**config.mk**
```make
export PLATFORM = sky130hd
export DESIGN_NAME = dual_half_timer
export DESIGN_NICKNAME = d
export VERILOG_FILES = /design/src/rtl/dht_pkg.sv /design/src/rtl/dht_sync_edge.sv /design/src/rtl/dht_prescaler.sv /design/src/rtl/dht_half.sv /design/src/rtl/dual_half_timer.sv
export SDC_FILE = /design/constraint.sdc
export NUM_CORES = 1
export LEC_CHECK = 0
export ABC_AREA = 0
export CAP_MARGIN = 25
export CELL_PAD_IN_SITES_DETAIL_PLACEMENT = 0
export CELL_PAD_IN_SITES_GLOBAL_PLACEMENT = 2
export CORE_MARGIN = 2
export CORE_UTILIZATION = 42
export CTS_CLUSTER_DIAMETER = 80
export DETAILED_ROUTE_END_ITERATION = 16
export DONT_BUFFER_PORTS = 1
export MAX_ROUTING_LAYER = met4
export PLACE_DENSITY_LB_ADDON = 0.1
export SLEW_MARGIN = 0
export SYNTH_ARGS = -nofsm -noshare
export SYNTH_HDL_FRONTEND = slang
export SYNTH_SLANG_ARGS = --single-unit
export TNS_END_PERCENT = 5
```
**constraint.sdc**
```tcl
create_clock -name clk -period 3.3 [get_ports clk]
set_input_delay 0 -clock clk [delete_from_list [all_inputs] [get_ports clk]]
set_output_delay 0 -clock clk [all_outputs]
set_load 0.02 [all_outputs]
```
**src/rtl/dht_pkg.sv**
```systemverilog
`timescale 1ns/1ps
package dht_pkg;
    typedef enum logic [1:0] {
        MODE_2X8   = 2'd0,
        MODE_8T_8E = 2'd1,
        MODE_16T   = 2'd2,
        MODE_16E   = 2'd3
    } dht_mode_e;
endpackage

```
**src/rtl/dht_sync_edge.sv**
```systemverilog
`timescale 1ns/1ps
module dht_sync_edge #(
    parameter int STAGES = 2
) (
    input  logic clk,
    input  logic rst_n,
    input  logic async_i,
    output logic rise_o
);
    logic [STAGES:0] sh_d, sh_q;

    always_comb begin
        sh_d = {sh_q[STAGES-1:0], async_i};
    end

    always_ff @(posedge clk) begin
        if (!rst_n) sh_q <= '0;
        else        sh_q <= sh_d;
    end

    assign rise_o = sh_q[STAGES-1] & ~sh_q[STAGES];

    // a synchronised edge yields a single-clock pulse
    a_r5_single_pulse: assert property (@(posedge clk) disable iff (!rst_n)
        rise_o |=> !rise_o);
endmodule

```
**src/rtl/dht_prescaler.sv**
```systemverilog
`timescale 1ns/1ps
module dht_prescaler #(
    parameter int W = 8
) (
    input  logic         clk,
    input  logic         rst_n,
    input  logic         clr_i,
    input  logic [W-1:0] div_i,
    output logic         tick_o
);
    logic [W-1:0] cnt_d, cnt_q;

    assign tick_o = (cnt_q == div_i);

    always_comb begin
        cnt_d = cnt_q;
        if (clr_i || tick_o) cnt_d = '0;
        else                 cnt_d = cnt_q + 1'b1;
    end

    always_ff @(posedge clk) begin
        if (!rst_n) cnt_q <= '0;
        else        cnt_q <= cnt_d;
    end

    // after a tick the divider starts a fresh period
    a_r2_tick_wraps: assert property (@(posedge clk) disable iff (!rst_n)
        tick_o |=> (cnt_q == '0));
endmodule

```
**src/rtl/dht_half.sv**
```systemverilog
`timescale 1ns/1ps
module dht_half #(
    parameter int W = 8
) (
    input  logic         clk,
    input  logic         rst_n,
    input  logic         clr_i,
    input  logic         inc_i,
    output logic [W-1:0] cnt_o
);
    logic [W-1:0] cnt_d, cnt_q;

    always_comb begin
        cnt_d = cnt_q;
        if (clr_i)      cnt_d = '0;
        else if (inc_i) cnt_d = cnt_q + 1'b1;
    end

    always_ff @(posedge clk) begin
        if (!rst_n) cnt_q <= '0;
        else        cnt_q <= cnt_d;
    end

    assign cnt_o = cnt_q;

    // an enabled count without reload advances by one
    a_r3_step_by_one: assert property (@(posedge clk) disable iff (!rst_n)
        (inc_i && !clr_i) |=> (cnt_q == $past(cnt_q) + 1'b1));
endmodule

```
**src/rtl/dual_half_timer.sv**
```systemverilog
`timescale 1ns/1ps
module dual_half_timer
    import dht_pkg::*;
#(
    parameter int HALF_W = 8,
    parameter int PRE_W  = 8,
    parameter int SYNC_STAGES = 2
) (
    input  logic              clk,
    input  logic              rst_n,
    input  logic [1:0]        mode_i,
    input  logic              pre_wr_i,
    input  logic [PRE_W-1:0]  pre_data_i,
    input  logic              match_lo_wr_i,
    input  logic              match_hi_wr_i,
    input  logic [HALF_W-1:0] match_data_i,
    input  logic              evt_i,
    input  logic              cap_lo_i,
    input  logic              cap_hi_i,
    output logic [HALF_W-1:0] cap_lo_o,
    output logic [HALF_W-1:0] cap_hi_o,
    output logic              irq_lo_o,
    output logic              irq_hi_o
);
    localparam int FULL_W = 2 * HALF_W;

    typedef struct packed {
        dht_mode_e               mode;
        logic [1:0][HALF_W-1:0]  match;
        logic [PRE_W-1:0]        div;
        logic [1:0]              cap_prev;
        logic [1:0][HALF_W-1:0]  cap;
        logic [1:0]              irq;
    } state_t;

    state_t st_d, st_q;

    logic                   restart, wide, pre_tick, evt_tick;
    logic                   en_lo, en_hi8, hit_lo8, hit_hi8, hit16;
    logic [1:0]             half_clr, half_inc, rise;
    logic [1:0][HALF_W-1:0] cnt;
    logic [FULL_W-1:0]      cnt16, match16;

    dht_prescaler #(.W(PRE_W)) u_pre (
        .clk(clk), .rst_n(rst_n), .clr_i(restart),
        .div_i(st_q.div), .tick_o(pre_tick)
    );

    dht_sync_edge #(.STAGES(SYNC_STAGES)) u_evt (
        .clk(clk), .rst_n(rst_n), .async_i(evt_i), .rise_o(evt_tick)
    );

    for (genvar g = 0; g < 2; g++) begin : g_half
        dht_half #(.W(HALF_W)) u_half (
            .clk(clk), .rst_n(rst_n), .clr_i(half_clr[g]),
            .inc_i(half_inc[g]), .cnt_o(cnt[g])
        );
    end

    assign restart = pre_wr_i || (dht_mode_e'(mode_i) != st_q.mode);
    assign wide    = st_q.mode[1];
    assign cnt16   = {cnt[1], cnt[0]};
    assign match16 = {st_q.match[1], st_q.match[0]};
    assign en_lo   = (st_q.mode == MODE_16E) ? evt_tick : pre_tick;
    assign en_hi8  = (st_q.mode == MODE_8T_8E) ? evt_tick : pre_tick;
    assign hit_lo8 = en_lo  && (cnt[0] == st_q.match[0]);
    assign hit_hi8 = en_hi8 && (cnt[1] == st_q.match[1]);
    assign hit16   = en_lo  && (cnt16 == match16);
    assign rise    = {cap_hi_i, cap_lo_i} & ~st_q.cap_prev;

    always_comb begin
        half_clr[0] = restart || (wide ? hit16 : hit_lo8);
        half_clr[1] = restart || (wide ? hit16 : hit_hi8);
        half_inc[0] = en_lo;
        half_inc[1] = wide ? (en_lo && (cnt[0] == '1)) : en_hi8;

        st_d          = st_q;
        st_d.mode     = dht_mode_e'(mode_i);
        st_d.cap_prev = {cap_hi_i, cap_lo_i};
        if (pre_wr_i)      st_d.div      = pre_data_i;
        if (match_lo_wr_i) st_d.match[0] = match_data_i;
        if (match_hi_wr_i) st_d.match[1] = match_data_i;

        st_d.irq[0] = !restart && !wide && hit_lo8;
        st_d.irq[1] = !restart && (wide ? hit16 : hit_hi8);

        if (rise[0]) st_d.cap[0] = cnt[0];
        if (wide ? rise[0] : rise[1]) st_d.cap[1] = cnt[1];
    end

    always_ff @(posedge clk) begin
        if (!rst_n) begin
            st_q          <= '0;
            st_q.mode     <= MODE_2X8;
            st_q.match[0] <= '1;
            st_q.match[1] <= '1;
        end else begin
            st_q <= st_d;
        end
    end

    assign cap_lo_o = st_q.cap[0];
    assign cap_hi_o = st_q.cap[1];
    assign irq_lo_o = st_q.irq[0];
    assign irq_hi_o = st_q.irq[1];

    // a restart leaves both halves at zero
    a_r1_restart_clears: assert property (@(posedge clk) disable iff (!rst_n)
        restart |=> (cnt[0] == '0 && cnt[1] == '0 && !irq_lo_o && !irq_hi_o));

    // the low flag appears exactly when the low half has reloaded
    a_r3_lo_flag_at_zero: assert property (@(posedge clk) disable iff (!rst_n)
        irq_lo_o |-> (cnt[0] == '0));

    // the high flag marks a reload of its half or of the whole word
    a_r6_hi_flag_at_zero: assert property (@(posedge clk) disable iff (!rst_n)
        irq_hi_o |-> (cnt[1] == '0));

    // chained modes never raise the low flag
    a_r6_no_lo_flag_wide: assert property (@(posedge clk) disable iff (!rst_n)
        wide |-> !irq_lo_o);

    // low strobe edge snapshots the low count of that clock
    a_r8_cap_lo: assert property (@(posedge clk) disable iff (!rst_n)
        (cap_lo_i && !st_q.cap_prev[0]) |=> (cap_lo_o == $past(cnt[0])));

    // in chained modes the high capture only moves with the low strobe
    a_r9_hi_strobe_ignored: assert property (@(posedge clk) disable iff (!rst_n)
        (wide && !(cap_lo_i && !st_q.cap_prev[0])) |=> $stable(cap_hi_o));
endmodule

```
Word-level counts from Yosys, hierarchy flattened
Cells that the tools add are included.
{ "word_totals": {"inputBits": 26, "out_inout_bits": 18, "ff_bits": 73} }
{ "op_classes": {"n_bitwise": 5, "addsub": 3, "n_eq_ne": 8, "n_mux": 6, "reduce_logical": 16} }
{ "ops": {"columns": ["op", "count"], "rows": [
  ["$add A8 B1 Y8 const B", 3],
  ["$eq A8 B8 Y1", 3],
  ["$eq A16 B16 Y1", 1],
  ["$eq A8 B8 Y1 const B", 1],
  ["$logic_and A1 B1 Y1", 7],
  ["$mux W1", 6],
  ["$reduce_or A2 Y1", 3],
  ["$logic_or A1 B1 Y1", 4],
  ["$and A2 B2 Y2", 1],
  ["$eq A2 B1 Y1 const B", 1],
  ["$eq A2 B2 Y1 const B", 1],
  ["$logic_not A1 Y1", 2],
  ["$ne A2 B2 Y1", 1],
  ["$not A1 Y1", 2],
  ["$not A2 Y2", 1],
  ["$and A1 B1 Y1", 1]
]} }

Longest topological paths before layout
{ "depth": {"ltp_word": 7, "mapped_depth": 7} }

Cells and area by module
From an unflattened synthesis, not the netlist that was laid out.
{ "unflattened": {"cells_unflattened": 343, "hier_area_um2": 3310.7} }
{ "modules_own_cells": {"columns": ["mod", "area_per_inst_um2", "n_inst", "cells_each"], "rows": [
  ["dual_half_timer", 2072.0, 1, 213],
  ["dht_half", 339.1, 2, 38],
  ["dht_prescaler", 467.9, 1, 47],
  ["dht_sync_edge", 92.6, 1, 7]
]} }

Worst setup path after synthesis
No wires, ideal clock.
{ "synth_path": {"path_kind": "register -> register", "from": "reg u_pre.cnt_q[2]", "to": "reg g_half[0].u_half.cnt_q[4]", "arrival_ns": 1.747, "slack_ns": 1.484, "setup_ns": 0.068, "path_stages_with_launch": 7, "cell_sequence": "dfxtp_1 -> xor2_1 -> nor4_2 -> a31oi_1 -> buf_2 -> or3_1 -> a21oi_2"} }
{ "synth_via": {"elab_chain_len": 6, "elab_cells_between_ends": 7} }
{ "synth_lines": {"columns": ["element", "line_no", "source"], "rows": [
  ["start, declared", "dht_prescaler.sv:11", "logic [W-1:0] cnt_d, cnt_q;"],
  ["start signal, assigned", "dht_prescaler.sv:23", "else cnt_q <= cnt_d;"],
  ["$eq A8 B8 Y1 (*)", "dht_prescaler.sv:13", "assign tick_o = (cnt_q == div_i);"],
  ["$mux W1 (*)", "dual_half_timer.sv:64", "assign en_lo = (st_q.mode == MODE_16E) ? evt_tick : pre_tick;"],
  ["$logic_and A1 B1 Y1, on equally long branches", "dual_half_timer.sv:66, dual_half_timer.sv:68", null],
  ["$mux W1", "dual_half_timer.sv:72", "half_clr[0] = restart || (wide ? hit16 : hit_lo8);"],
  ["$logic_or A1 B1 Y1", "dual_half_timer.sv:72", null],
  ["$reduce_or A2 Y1 (no source line)", null, null],
  ["end signal, assigned", "dht_half.sv:21", "else cnt_q <= cnt_d;"],
  ["end, declared", "dht_half.sv:11", "logic [W-1:0] cnt_d, cnt_q;"]
]} }
Every way passes the cells marked *; elsewhere a longest branch is shown, timed or not.
A chain may end at the register's enable or synchronous reset.

Final worst setup path
{ "layout_path": {"from": "reg u_pre.cnt_q[2]", "to": "reg g_half[0].u_half.cnt_q[0]"} }
The elaborated chain is that of the path after synthesis.

==> run_results.csv <==
group,metric,value,unit
run,maxCapViolCount,0,
floorplan,ioPinCount,44,
synth,yosys_register_bits,73,
grt,grt_max_degree,48,
power_and_ir_drop,p_sw,427,uW
synth,syn_avg_cell_area,9.44,um^2
power_and_ir_drop,seqPwrFrac,48.8,%
grt,grt_antenna_before_repair,0,
synth,yosys.area.top_type,"dfxtp_1",
timing,hold_viol_final,0,
cts,cts_setup_buffers,0,
power_and_ir_drop,cellPowerDensity,481,nW/um^2
placement,gp_congestion,0.761,
power_and_ir_drop,p_leak,0.00148,uW
timing,hold_slack,49.7,ps
cts,h-tree-depth,3,
timing,rsz0062_at_grt,"no",
routing,first_pass_iters,4,
power_and_ir_drop,clock_power_share,42.3,%
power_and_ir_drop,switching_share,22.6,%
timing,slew_headroom,47.0,%
grt,grt_overflow_total,0,
synth,synth_seq_area_share,44.8,%
cts,cts-buffers-inserted,9,
routing,vias,2399,
synth,syn_area,3270,um^2
cts,cts_tree,"built",
timing,finalSetupViolCount,0,
timing,period_share,73.2,%
synth,synthArstFlopShare,0,%
synth,ys.warnings.count,0,
floorplan,start_util,42.7,%
floorplan,die_y,92.2,um
timing,fin_setup_tns,0,ps
synth,yosysUniqueCellTypes,34,
placement,dpl-instance-area,3220,um^2
synth,yosys-top-cells-area,"dfxtp_1 (45%), mux2i_1 (9.5%), xor2_1 (8.6%)",
min_path,worstHoldPathType,"in2reg",
outcome,status,"completed",
cts,clock_latency,350,ps
floorplan,rows,32,
grt,first_global_vias,2419,
setup_path,end_kind,"flip-flop",
timing,fmax,0.414,GHz
setup_path,slowest_stage,"o31ai_2",
cells_and_area,drive_above_1_share,7.67,%
cts,cts_max_path_buffers,2,
floorplan,die_area,8500,um^2
routing,ant_nets,0,
cells_and_area,antenna-diode-count,0,
cts,clk_pin_slew_worst_paths,80,ps
floorplan,core-area,7650,um^2
power_and_ir_drop,ir_drop,0.275,mV
timing,finalClockSkew,7.38,ps
timing,max_slew.worst_pin.slew,793,ps
cts,cts_sinks,73,
power_and_ir_drop,internal_power,1460,uW
setup_path,crit_required,3510,ps
setup_path,max_stage_delay,610,ps
timing,period_needed,2420,ps
floorplan,die_w,92.2,um
cells_and_area,syn2layout_area_growth,20.1,%
setup_path,path_max_fanout,8,
grt,grt_usage,18.3,%
setup_path,crit_arrival,2630,ps
setup_path,path_cells,"xor2_1, nor4_2, a31oi_1, buf_4, o31ai_2, nor2_1",
synth,synth_edf_count,0,
power_and_ir_drop,combPwrFrac,8.8,%
routing,drc_errors,0,
grt,grt_pass1_wl,11.8,mm
timing,final_max_slew_viol_count,0,
synth,netlist_instances,346,
cts,cts-root-buf,"clkbuf_8",
setup_path,startpoint_type,"flip-flop",
placement,dp_hpwl,4.47,mm
routing,drtIter0Drc,76,
synth,syn_nets,375,
setup_path,critPathKind,"reg2reg",
routing,vias_per_cell,5.00,
synth,ys.flop_type,"dfxtp_1",
cells_and_area,final_area,3920,um^2
placement,numPortBuffers,0,
cells_and_area,layout.nets,402,
routing,avgRoutedWirePerCell,14.6,um
synth,yosys.area.top_type_share,44.8,%
routing,wirelength,6.99,mm
-- stage by stage --
stage	utilization, %	std cells	setup slack [ps]	power (uW)
2_1_floorplan	-	346	1480	1030
3_3_place_gp	42.0	417	944	1040
3_5_place_dp	42.1	418	880	1040
4_1_cts	51.3	480	861	1910
5_1_grt	51.3	480	686	1970
6_report	51.3	480	884	1890
-- power groups by stage --
stage | combinational [uW] | sequential [uW] | clock, uW
finish | 166 | 921 | 798
CTS | 167 | 921 | 825
detailed placement | 102 | 942 | 0
global placement | 97.8 | 942 | 0
global route | 184 | 925 | 858
floorplan | 99.8 | 935 | 0
-- area by class of cell --
class	instances	area, um^2
inverter	5	18.8
tap	102	128
clock inverter	5	77.6
timing repair buffer	47	478
clock buffer	11	151
fill	716	3720
sequential	73	1460
multi-input combinational	237	1610
-- critical path: cells and delay by family (launching register included) --
family	cells	cell delay, ps
xor+xnor	1	160
simple gates	2	550
flops	1	360
buf+inv	1	260
compound gates	2	940
-- flip-flops by register name (all words and copies together), names as in the netlist --
register	count
u_evt.sh_q	3
u_pre.cnt_q	8
match16	16
st_q	12
g_half.u_half.cnt_o	16
cap_hi_o	8
irq_hi_o	1
cap_lo_o	8
irq_lo_o	1
-- kinds of logic after synthesis --
kind of cell,Yosys count,share of synthesized area (%)
flops,73,44.8
buf+inv,36,6.02
compound gates,47,9.69
simple gates,123,20.0
fa+ha+maj,3,1.15
xor+xnor,33,8.85
mux,31,9.50
-- Yosys cell counts (7+ instances only) --
| library cell | number |
|---|---|
| a21boi_0 | 10 |
| a21oi_1 | 14 |
| and2_1 | 8 |
| buf_4 | 16 |
| clkbuf_1 | 14 |
| dfxtp_1 | 73 |
| mux2i_1 | 31 |
| nand2_1 | 41 |
| nand3_1 | 11 |
| nor2_1 | 12 |
| nor2b_1 | 19 |
| o21ai_0 | 8 |
| or3_1 | 7 |
| xor2_1 | 32 |
-- placed cells by master (no fill, tap or decap), drive strengths merged, types with 8 or more instances in the layout --
cell,count
dfxtp,73
dlygate4sd3,45
nand2,41
xor2,32
mux2i,31
nor2b,19
a21oi,16
nor2,12
nand3,11
clkbuf,11
a21boi,10
o21ai,8
and2,8
nor4,8
o31ai,8
-- path summary, 6_finish.rpt --
check	from	to	cells after the start	slack, ps
worst max-delay path	u_pre.cnt_q[2]$_SDFF_PP0_	g_half[0].u_half.cnt_o[0]$_SDFFE_PP0P_	6	880
worst min-delay path	rst_n	irq_lo_o$_SDFF_PN0_	3	50
worst max register to register	u_pre.cnt_q[2]$_SDFF_PP0_	g_half[0].u_half.cnt_o[0]$_SDFFE_PP0P_	6	880
worst min register to register	u_evt.sh_q[1]$_SDFF_PN0_	u_evt.sh_q[2]$_SDFF_PN0_	1	460
-- metal layers --
metal / track usage (%) / vias up / wire length (um)
li1: - / 1222 / -
met1: 22.6 / 1127 / 3390
met2: 28.4 / 40 / 3200
met3: 5.42 / 10 / 315
met4: 7.09 / 0 / 86
met5: - / - / 0
-- repair_timing --
item                                    CTS  global route
endpoints found under the setup margin    0             0
gates resized for setup                   0             0
endpoints found under the hold margin    65             0
hold buffers                             46             0
Note: power is estimated with default switching activity, not from simulation.
